$ cat src/rtl/bcd_calendar_clock.sv
module bcd_calendar_clock #(
  parameter int SUB_DIV = 4,
  parameter int ADDR_W  = 6
) (
  input  logic              clk,
  input  logic              rst_n,
  input  logic              osc_tick,
  input  logic [ADDR_W-1:0] bus_addr,
  input  logic              bus_seq,
  input  logic [7:0]        bus_wdata,
  input  logic              bus_wr,
  input  logic              bus_rd,
  output logic [7:0]        bus_rdata
);
  localparam int PRE_W = (SUB_DIV > 1) ? $clog2(SUB_DIV) : 1;
  localparam logic [PRE_W-1:0]  PRE_MAX = PRE_W'(SUB_DIV - 1);
  localparam logic [ADDR_W-1:0] A_HS   = 'h00;
  localparam logic [ADDR_W-1:0] A_SEC  = 'h01;
  localparam logic [ADDR_W-1:0] A_MIN  = 'h02;
  localparam logic [ADDR_W-1:0] A_HR   = 'h03;
  localparam logic [ADDR_W-1:0] A_DAY  = 'h04;
  localparam logic [ADDR_W-1:0] A_WD   = 'h05;
  localparam logic [ADDR_W-1:0] A_MON  = 'h06;
  localparam logic [ADDR_W-1:0] A_YR   = 'h07;
  localparam logic [ADDR_W-1:0] A_CFG  = 'h25;
  localparam logic [ADDR_W-1:0] A_RUN  = 'h2E;
  localparam logic [ADDR_W-1:0] A_CMD  = 'h2F;
  localparam logic [7:0]        CLR_KEY = 8'hA4;

  function automatic logic [7:0] bcd_inc(input logic [7:0] v);
    return (v[3:0] == 4'd9) ? {v[7:4] + 4'd1, 4'd0} : {v[7:4], v[3:0] + 4'd1};
  endfunction

  function automatic logic [5:0] last_day(input logic [4:0] m, input logic [7:0] y);
    logic leap;
    leap = y[4] ? (y[1:0] == 2'b10) : (y[1:0] == 2'b00);
    case (m)
      5'h02:                      return leap ? 6'h29 : 6'h28;
      5'h04, 5'h06, 5'h09, 5'h11: return 6'h30;
      default:                    return 6'h31;
    endcase
  endfunction

  function automatic logic [5:0] hr_next(input logic [5:0] h, input logic m12);
    logic [7:0] t;
    if (!m12) begin
      t = bcd_inc({2'b00, h});
      return (h == 6'h23) ? 6'h00 : t[5:0];
    end
    t = bcd_inc({3'b000, h[4:0]});
    if (h[4:0] == 5'h11) return {~h[5], 5'h12};
    if (h[4:0] == 5'h12) return {h[5], 5'h01};
    return {h[5], t[4:0]};
  endfunction

  logic [PRE_W-1:0]  pre_q;
  logic [7:0]        hs_q, yr_q;
  logic [6:0]        sec_q, min_q;
  logic [5:0]        hr_q, day_q;
  logic [4:0]        mon_q, cfg_q;
  logic [2:0]        wd_q;
  logic              osf_q, h12_q, halt_q;
  logic [ADDR_W-1:0] ptr_q, eff;

  logic w_hs, w_sec, w_min, w_hr, w_day, w_wd, w_mon, w_yr, w_cfg, w_run;
  logic clr, run, step, hr_last;
  logic c_sec, c_min, c_hr, c_day, c_mon, c_yr;
  logic [7:0] sec_i, min_i, day_i, mon_i;

  assign eff   = bus_seq ? ((ptr_q == A_CMD) ? '0 : ptr_q + ADDR_W'(1)) : bus_addr;
  assign w_hs  = bus_wr && (eff == A_HS);
  assign w_sec = bus_wr && (eff == A_SEC);
  assign w_min = bus_wr && (eff == A_MIN);
  assign w_hr  = bus_wr && (eff == A_HR);
  assign w_day = bus_wr && (eff == A_DAY);
  assign w_wd  = bus_wr && (eff == A_WD);
  assign w_mon = bus_wr && (eff == A_MON);
  assign w_yr  = bus_wr && (eff == A_YR);
  assign w_cfg = bus_wr && (eff == A_CFG);
  assign w_run = bus_wr && (eff == A_RUN);
  assign clr   = bus_wr && (eff == A_CMD) && (bus_wdata == CLR_KEY);

  assign run     = osc_tick && !halt_q && !clr;
  assign step    = run && (pre_q == PRE_MAX);
  assign hr_last = h12_q ? (hr_q == 6'h31) : (hr_q == 6'h23);
  assign c_sec   = step  && (hs_q == 8'h99) && !w_hs;
  assign c_min   = c_sec && (sec_q == 7'h59) && !w_sec;
  assign c_hr    = c_min && (min_q == 7'h59) && !w_min;
  assign c_day   = c_hr  && hr_last && !w_hr;
  assign c_mon   = c_day && (day_q >= last_day(mon_q, yr_q)) && !w_day;
  assign c_yr    = c_mon && (mon_q >= 5'h12) && !w_mon;

  assign sec_i = bcd_inc({1'b0, sec_q});
  assign min_i = bcd_inc({1'b0, min_q});
  assign day_i = bcd_inc({2'b00, day_q});
  assign mon_i = bcd_inc({3'b000, mon_q});

  always_ff @(posedge clk or negedge rst_n) begin
    if (!rst_n) begin
      pre_q  <= '0;
      hs_q   <= 8'h00;
      sec_q  <= 7'h00;
      osf_q  <= 1'b1;
      min_q  <= 7'h00;
      hr_q   <= 6'h00;
      day_q  <= 6'h01;
      wd_q   <= 3'd0;
      mon_q  <= 5'h01;
      yr_q   <= 8'h00;
      cfg_q  <= 5'h00;
      h12_q  <= 1'b0;
      halt_q <= 1'b0;
      ptr_q  <= '0;
    end else begin
      if (bus_wr || bus_rd) ptr_q <= eff;

      if (clr)      pre_q <= '0;
      else if (run) pre_q <= (pre_q == PRE_MAX) ? '0 : pre_q + PRE_W'(1);

      if (w_hs)      hs_q <= bus_wdata;
      else if (clr)  hs_q <= 8'h00;
      else if (step) hs_q <= (hs_q == 8'h99) ? 8'h00 : bcd_inc(hs_q);

      if (w_sec) begin
        sec_q <= bus_wdata[6:0];
        osf_q <= osf_q & bus_wdata[7];
      end else if (c_sec) begin
        sec_q <= (sec_q == 7'h59) ? 7'h00 : sec_i[6:0];
      end

      if (w_min)      min_q <= bus_wdata[6:0];
      else if (c_min) min_q <= (min_q == 7'h59) ? 7'h00 : min_i[6:0];

      if (w_hr)      hr_q <= bus_wdata[5:0];
      else if (c_hr) hr_q <= hr_next(hr_q, h12_q);

      if (w_day)       day_q <= bus_wdata[5:0];
      else if (c_day)  day_q <= c_mon ? 6'h01 : day_i[5:0];

      if (w_wd)        wd_q <= bus_wdata[2:0];
      else if (c_day)  wd_q <= (wd_q >= 3'd6) ? 3'd0 : wd_q + 3'd1;

      if (w_mon)       mon_q <= bus_wdata[4:0];
      else if (c_mon)  mon_q <= c_yr ? 5'h01 : mon_i[4:0];

      if (w_yr)        yr_q <= bus_wdata;
      else if (c_yr)   yr_q <= (yr_q == 8'h99) ? 8'h00 : bcd_inc(yr_q);

      if (w_cfg) begin
        cfg_q <= bus_wdata[4:0];
        h12_q <= bus_wdata[5];
      end
      if (w_run) halt_q <= bus_wdata[0];
    end
  end

  always_ff @(posedge clk or negedge rst_n) begin
    if (!rst_n) bus_rdata <= 8'h00;
    else if (bus_rd) begin
      case (eff)
        A_HS:    bus_rdata <= hs_q;
        A_SEC:   bus_rdata <= {osf_q, sec_q};
        A_MIN:   bus_rdata <= {1'b0, min_q};
        A_HR:    bus_rdata <= {2'b00, hr_q};
        A_DAY:   bus_rdata <= {2'b00, day_q};
        A_WD:    bus_rdata <= {5'b00000, wd_q};
        A_MON:   bus_rdata <= {3'b000, mon_q};
        A_YR:    bus_rdata <= yr_q;
        A_CFG:   bus_rdata <= {2'b00, h12_q, cfg_q};
        A_RUN:   bus_rdata <= {7'b0000000, halt_q};
        default: bus_rdata <= 8'h00;
      endcase
    end
  end
endmodule

$ cat config.mk
export PLATFORM = sky130hd
export DESIGN_NAME = bcd_calendar_clock
export DESIGN_NICKNAME = d
export VERILOG_FILES = /design/src/rtl/bcd_calendar_clock.sv
export SDC_FILE = /design/constraint.sdc
export NUM_CORES = 1
export LEC_CHECK = 0
export ABC_CLOCK_PERIOD_IN_PS = 5600
export BUFFER_PORTS_ARGS = -buffer_cell sky130_fd_sc_hd__buf_2
export CAP_MARGIN = 30
export CORE_MARGIN = 2
export CORE_UTILIZATION = 55
export CTS_BUF_LIST = sky130_fd_sc_hd__clkbuf_8
export CTS_CLUSTER_DIAMETER = 150
export DETAILED_ROUTE_END_ITERATION = 16
export PLACE_DENSITY = 0.73
export SYNTH_ARGS = -nofsm -noshare
export SYNTH_HDL_FRONTEND = slang
export SYNTH_SLANG_ARGS = --single-unit
$ cat constraint.sdc
create_clock -name clk -period 5.6 [get_ports clk]
set_input_delay 1.12 -clock clk [delete_from_list [all_inputs] [get_ports clk]]
set_output_delay 1.12 -clock clk [all_outputs]
set_load 0.005 [all_outputs]
# Word-level counts from Yosys, hierarchy flattened
# Cells that the tools add are included.
dict set report word_totals {
  regBits 74
  latchBits 0
  ram_bits 0
  rom_bits 0
  inputBits 20
  out_inout_bits 8
  wordCells 206
  n_memories 0
}
dict set report classes {
  addsub 18
  mul 0
  div_mod_pow 0
  n_lt_le_gt_ge 3
  n_eq_ne 35
  shift 0
  muxes 61
  bitwise_logic 2
  reduce_logical 64
}
# op count
set ops {}
lappend ops {{6-bit 2-to-1 mux} 16}
lappend ops {{8-bit one-hot mux with 10 select lines} 1}
lappend ops {{8-bit 2-to-1 mux} 9}
lappend ops {{7-bit 2-to-1 mux} 8}
lappend ops {{4-bit by 1-bit adder with 4-bit output (second input constant)} 9}
lappend ops {{6-bit == test (second input constant)} 6}
lappend ops {{4-bit == test (second input constant)} 7}
lappend ops {{1-bit logical AND} 27}
lappend ops {{5-bit 2-to-1 mux} 5}
lappend ops {{6-bit by 3-bit == test with 1-bit output (second input constant)} 4}
lappend ops {{8-bit == test (second input constant)} 3}
lappend ops {{3-bit nonzero test} 6}
lappend ops {{2-bit nonzero test} 8}
lappend ops {{5-bit == test (second input constant)} 3}
lappend ops {{1-bit 2-to-1 mux} 15}
lappend ops {{7-bit == test (second input constant)} 2}
lappend ops {{2-bit AND reduction} 7}
lappend ops {{6-bit by 2-bit == test with 1-bit output (second input constant)} 2}
lappend ops {{5-bit by 3-bit == test with 1-bit output (second input constant)} 2}
lappend ops {{5-bit one-hot mux with 2 select lines} 1}
lappend ops {{3-bit by 1-bit adder with 3-bit output (second input constant)} 3}
lappend ops {{3-bit 2-to-1 mux} 3}
lappend ops {{1-bit logical NOT} 8}
lappend ops {{4-bit nonzero test} 2}
lappend ops {{20 further kinds} 26}

# Depth between registers and ports, before layout
dict set report logic_depth {
  depth_word 29
  ltp_mapped 15
  depth_no_buf 13
}

# Worst setup path after synthesis
# OpenSTA, ideal clock, no wires.
dict set report synth_path {
  path_type {in2reg}
  from {input bus_wdata[2]}
  to {register hs_q[7]}
  setup_ps 121
  t_arrival_ps 3217
  required_time_ps 5479
  path_slack_ps 2262
  path_stages 10
  path_buffers 2
  cell_sequence {clkbuf_1 -> nor4bb_1 -> nand4_1 -> a2111oi_0 -> nand4_1 -> nand3_1 -> and2_1 -> buf_2 -> o21ai_0 -> a22o_1}
}
dict set report synth_via {
  elab_chain_cells 7
  word_cells_on_any_way 10
  classes_between {eq/ne: 1; mux: 2; reduce/logical: 7}
}
# element line
set synth_lines {}
lappend synth_lines {{start, declared} 10} ;# input logic [7:0] bus_wdata,
lappend synth_lines {{8-bit == test *} 81} ;# assign clr = bus_wr && (eff == A_CMD) && (bus_wdata == CLR_KEY);
lappend synth_lines {{1-bit logical AND *} 81}
lappend synth_lines {{1-bit logical NOT} 83} ;# assign run = osc_tick && !halt_q && !clr;
lappend synth_lines {{1-bit logical AND} 83}
lappend synth_lines {{1-bit logical AND} 84} ;# assign step = run && (pre_q == PRE_MAX);
lappend synth_lines {{3-bit nonzero test (no source line)} --}
lappend synth_lines {{2-bit AND reduction (no source line)} --}
lappend synth_lines {{end signal, assigned} 120} ;# if (w_hs) hs_q <= bus_wdata;
lappend synth_lines {{end signal, assigned} 122} ;# else if (step) hs_q <= (hs_q == 8'h99) ? 8'h00 : bcd_inc(hs_q);
lappend synth_lines {{end, declared} 57} ;# logic [7:0] hs_q, yr_q;
# Every way passes the cells marked *; elsewhere a longest branch is shown, timed or not.
# A chain may end at the register's enable or synchronous reset.

# Worst setup path after layout
dict set report layout_path {
  from {input bus_seq}
  to {register day_q[3]}
}
dict set report layout_via {
  elab_chain_cells 20
  word_cells_on_any_way 36
  classes_between {eq/ne: 5; mux: 4; reduce/logical: 27}
}
# element line
set layout_lines {}
lappend layout_lines {{start, declared} 9} ;# input logic bus_seq,
lappend layout_lines {{6-bit 2-to-1 mux *} 70} ;# assign eff = bus_seq ? ((ptr_q == A_CMD) ? '0 : ptr_q + ADDR_W'(1)) : bus_addr;
lappend layout_lines {{6-bit == test} 81}
lappend layout_lines {{1-bit logical AND (2 in series)} 81}
lappend layout_lines {{1-bit logical NOT} 83}
lappend layout_lines {{1-bit logical AND} 83}
lappend layout_lines {{1-bit logical AND} 84}
lappend layout_lines {{1-bit logical AND (2 in series)} 86} ;# assign c_sec = step && (hs_q == 8'h99) && !w_hs;
lappend layout_lines {{1-bit logical AND (2 in series)} 87} ;# assign c_min = c_sec && (sec_q == 7'h59) && !w_sec;
lappend layout_lines {{1-bit logical AND (2 in series)} 88} ;# assign c_hr = c_min && (min_q == 7'h59) && !w_min;
lappend layout_lines {{1-bit logical AND (2 in series)} 89} ;# assign c_day = c_hr && hr_last && !w_hr;
lappend layout_lines {{1-bit logical AND (2 in series)} 90} ;# assign c_mon = c_day && (day_q >= last_day(mon_q, yr_q)) && !w_day;
lappend layout_lines {{6-bit 2-to-1 mux (2 in series)} 138} ;# else if (c_day) day_q <= c_mon ? 6'h01 : day_i[5:0];
lappend layout_lines {{6-bit 2-to-1 mux} 137} ;# if (w_day) day_q <= bus_wdata[5:0];
lappend layout_lines {{end signal, assigned} 137}
lappend layout_lines {{end signal, assigned} 138}
lappend layout_lines {{end, declared} 59} ;# logic [5:0] hr_q, day_q;
# Every way passes the cells marked *; elsewhere a longest branch is shown, timed or not. The select of a mux whose other input is x is not followed.

==> run_results.csv <==
group,metric,value,unit
outcome,status,"completed",
min_path,min_path_cells,1,
power,p_int,1.36,mW
die,start_util,0.562,
setup_path,cp-end-kind,"flip-flop",
power,switching_share,0.428,
synth,avgSynthCellArea,8.13,sq um
setup_path,critPathRequiredTime,5920,ps
power,p_leak,2.46,nW
min_path,hold_end,"osf_q",
synth,synth_top_area_cell,"dfrtp_1",
synth,synth_top_area_frac,0.325,
clock_network,cts.htree.levels,3,
grt,overflow,0,
place,postPlaceCellArea,5610,sq um
detailed_routing,drtIter0Drc,556,
detailed_routing,routedWlPerCell,19.4,um
setup_path,start_kind,"input pin",
place,dp_cells,792,
layout,seqCellArea,1860,sq um
layout,nFillCells,913,
timing,setup_viol,0,
timing,fin_hold_ws,478,ps
layout,fin_util,0.600,
synth,syn_nets,717,
power,p_total,2.37,mW
detailed_routing,wl,15700,um
timing,min_period_over_period,0.693,
timing,rsz0062_at_grt,"false",
power,switchingPower,1.02,mW
layout,multi_input_area,3360,sq um
setup_path,rrSetupSlack,1960,ps
timing,tns,0,ps
run,drv_cap,0,
layout,postLayoutCellArea,5840,sq um
clock_network,clk_pin_slew,80,ps
grt,use_met2,0.454,
grt,grt_pass1_vias,4775,
timing,period_needed,3880,ps
die,die_area,10700,sq um
power,clkPwrFrac,0.182,
timing,drv_slew,0,
synth,yosysMostFrequentCell,"nor2_1",
setup_path,cp_max_fo,22,
clock_network,cts_tree,"built",
power,irDropWorstVdd,201,uV
synth,ys_seq_area_frac,0.340,
timing,finalWorstSetupSlack,1720,ps
place,hpwl,10900,um
layout,fin_nets,716,
layout,diodes,0,
die,io_pins,28,
die,core,9730,sq um
clock_network,worstSkewPairLatency,380,ps
power,p_comb_frac,0.371,
synth,syn_inst,672,
synth,synth.cell_area,5460,sq um
grt,grt_util_met1,0.425,
grt,met3_usage,0.0384,
clock_network,cts-resized-gates,0,
clock_network,cts.sinks,74,
clock_network,cts_inserted_buffers,9,
place,post-place-ws,1460,ps
power,power_frac_seq,0.447,
layout,area_growth_syn_to_layout,6.80,%
timing,worst_slew_pin_slew,1030,ps
timing,finalClockSkew,12.5,ps
setup_path,crit_type,"input pin to flip-flop",
synth,synth_commonest_cells,"nor2_1, nand2_1, dfrtp_1",
detailed_routing,vias_per_cell,6.47,
detailed_routing,drtAntennaViolNets,0,
setup_path,r2r-end,"hr_q[3]",
synth,synth_ff_type,"dfrtp_1",
detailed_routing,drc,0,
synth,synth_cell_types,77,
grt,busiest_layer,"met2",
synth,synth_edf_count,0,
setup_path,arrival,4200,ps
grt,grt_max_degree,75,
synth,synth_seq_cells,74,
setup_path,r2r-start,"ptr_q[0]",
layout,final_cell_count_no_fill,809,
power,pwr_density_cell,406,nW/um^2
clock_network,clockBufferDepth,2,
grt,grt_pass1_wl,25400,um
detailed_routing,firstDrtPassIters,5,
synth,async_flop_share,1.00,
place,gp_congestion,0.897,
die,die_h,104,um
clock_network,cts-root-buf,"clkbuf_8",
grt,antenna_found_initial,0,
die,core.rowCount,36,
setup_path,reg2regPathDepth,8,
timing,finalHoldViolations,0,
timing,slew_headroom,0.309,
timing,fmax,0.258,GHz
synth,synthTopCellsByArea,"dfrtp_1, a21oi_1, ha_1",
synth,synth_warnings,0,
min_path,hp-start,"osf_q",
grt,grtUsageTotal,0.298,
detailed_routing,via_count,5231,
min_path,hold_path.class,"flip-flop to flip-flop",
clock_network,cts_hold_buf,0,
clock_network,post_cts_buffers,0,
place,port-buffer-count,27,
layout,drive_gt1_frac,0.112,
die,die_x,104,um
metal layers:
| metal | vias to the layer above | wire length [um] |
|---|---|---|
| met4 | 0 | 508 |
| li1 | 2431 | - |
| met1 | 2536 | 6970 |
| met5 | - | 0 |
| met2 | 219 | 7110 |
| met3 | 45 | 1080 |
worst max path at each step:
| stage | from | end | slack, ps | cells past startpoint |
|---|---|---|---|---|
| floorplan | bus_wdata[2] | hs_q[7] | 2260 | 10 |
| global route | bus_seq | day_q[4] | 1390 | 9 |
| finish | bus_seq | day_q[3] | 1720 | 9 |
| global placement | bus_seq | wd_q[2] | 1620 | 9 |
| CTS | bus_seq | hr_q[3] | 1850 | 9 |
| detailed placement | bus_seq | hr_q[3] | 1460 | 9 |
sequential cells by signal, indices dropped and copies added, names as in the netlist:
signal	flops
h12_q	1
pre_q	2
mon_q	5
hs_q	8
bus_rdata	8
min_q	7
cfg_q	5
halt_q	1
day_q	6
wd_q	3
osf_q	1
sec_q	7
hr_q	6
ptr_q	6
yr_q	8
logic make-up after synthesis:
logic type	after synthesis	share of synthesized area
buffers and inverters	63	0.0460
muxes	34	0.0682
AOI/OAI and AO/OA	185	0.215
adders and majority gates	25	0.0572
DFF	74	0.340
and+or+nand+nor	283	0.261
xor gates and xnor gates	8	0.0128
power by group through the flow:
stage,clock network [mW],logic (mW),registers [mW]
4_1_cts,0.440,0.873,1.04
5_1_grt,0.461,1.00,1.09
3_3_place_gp,0,0.827,1.04
3_5_place_dp,0,0.869,1.05
6_report,0.432,0.881,1.06
2_1_floorplan,0,0.754,0.896
critical path, cell delays in order:
cell,delay [ps]
buf_2,280
mux2_2,520
nand4_1,170
a2111oi_0,490
nand4_1,440
nand4_1,640
o21ai_0,220
o41ai_1,100
mux2_2,220
layout by cell type (no fill, tap or decap), types with 4 or more instances in the layout:
cell type,Yosys,final
nor2_1,82,82
nand2_1,79,79
dfrtp_1,71,71
a21oi_1,69,69
o21ai_0,39,39
buf_2,12,26
ha_1,25,25
inv_1,21,24
nand3_1,22,22
mux2i_1,20,20
nor3_1,20,20
nand2b_1,14,14
a31oi_1,13,13
mux2_2,12,12
clkbuf_8,0,11
nand3b_1,9,9
nor2b_1,8,8
nand4_1,5,5
and3_1,5,5
or3_1,5,5
o21a_1,5,5
o211ai_1,5,5
a22oi_1,5,5
xnor2_1,5,5
o31ai_1,4,4
a22o_1,4,4
o22ai_1,4,4
cell type report:
type	count	share of cell area
repair buffers	30	0.0309
inverters	21	0.0135
well taps	133	0.0285
clock buffers	11	0.0259
flip-flops and latches	74	0.318
multi-input cells	535	0.575
clock inverters	5	0.00793
No activity file was read; power rests on OpenSTA's default activity.
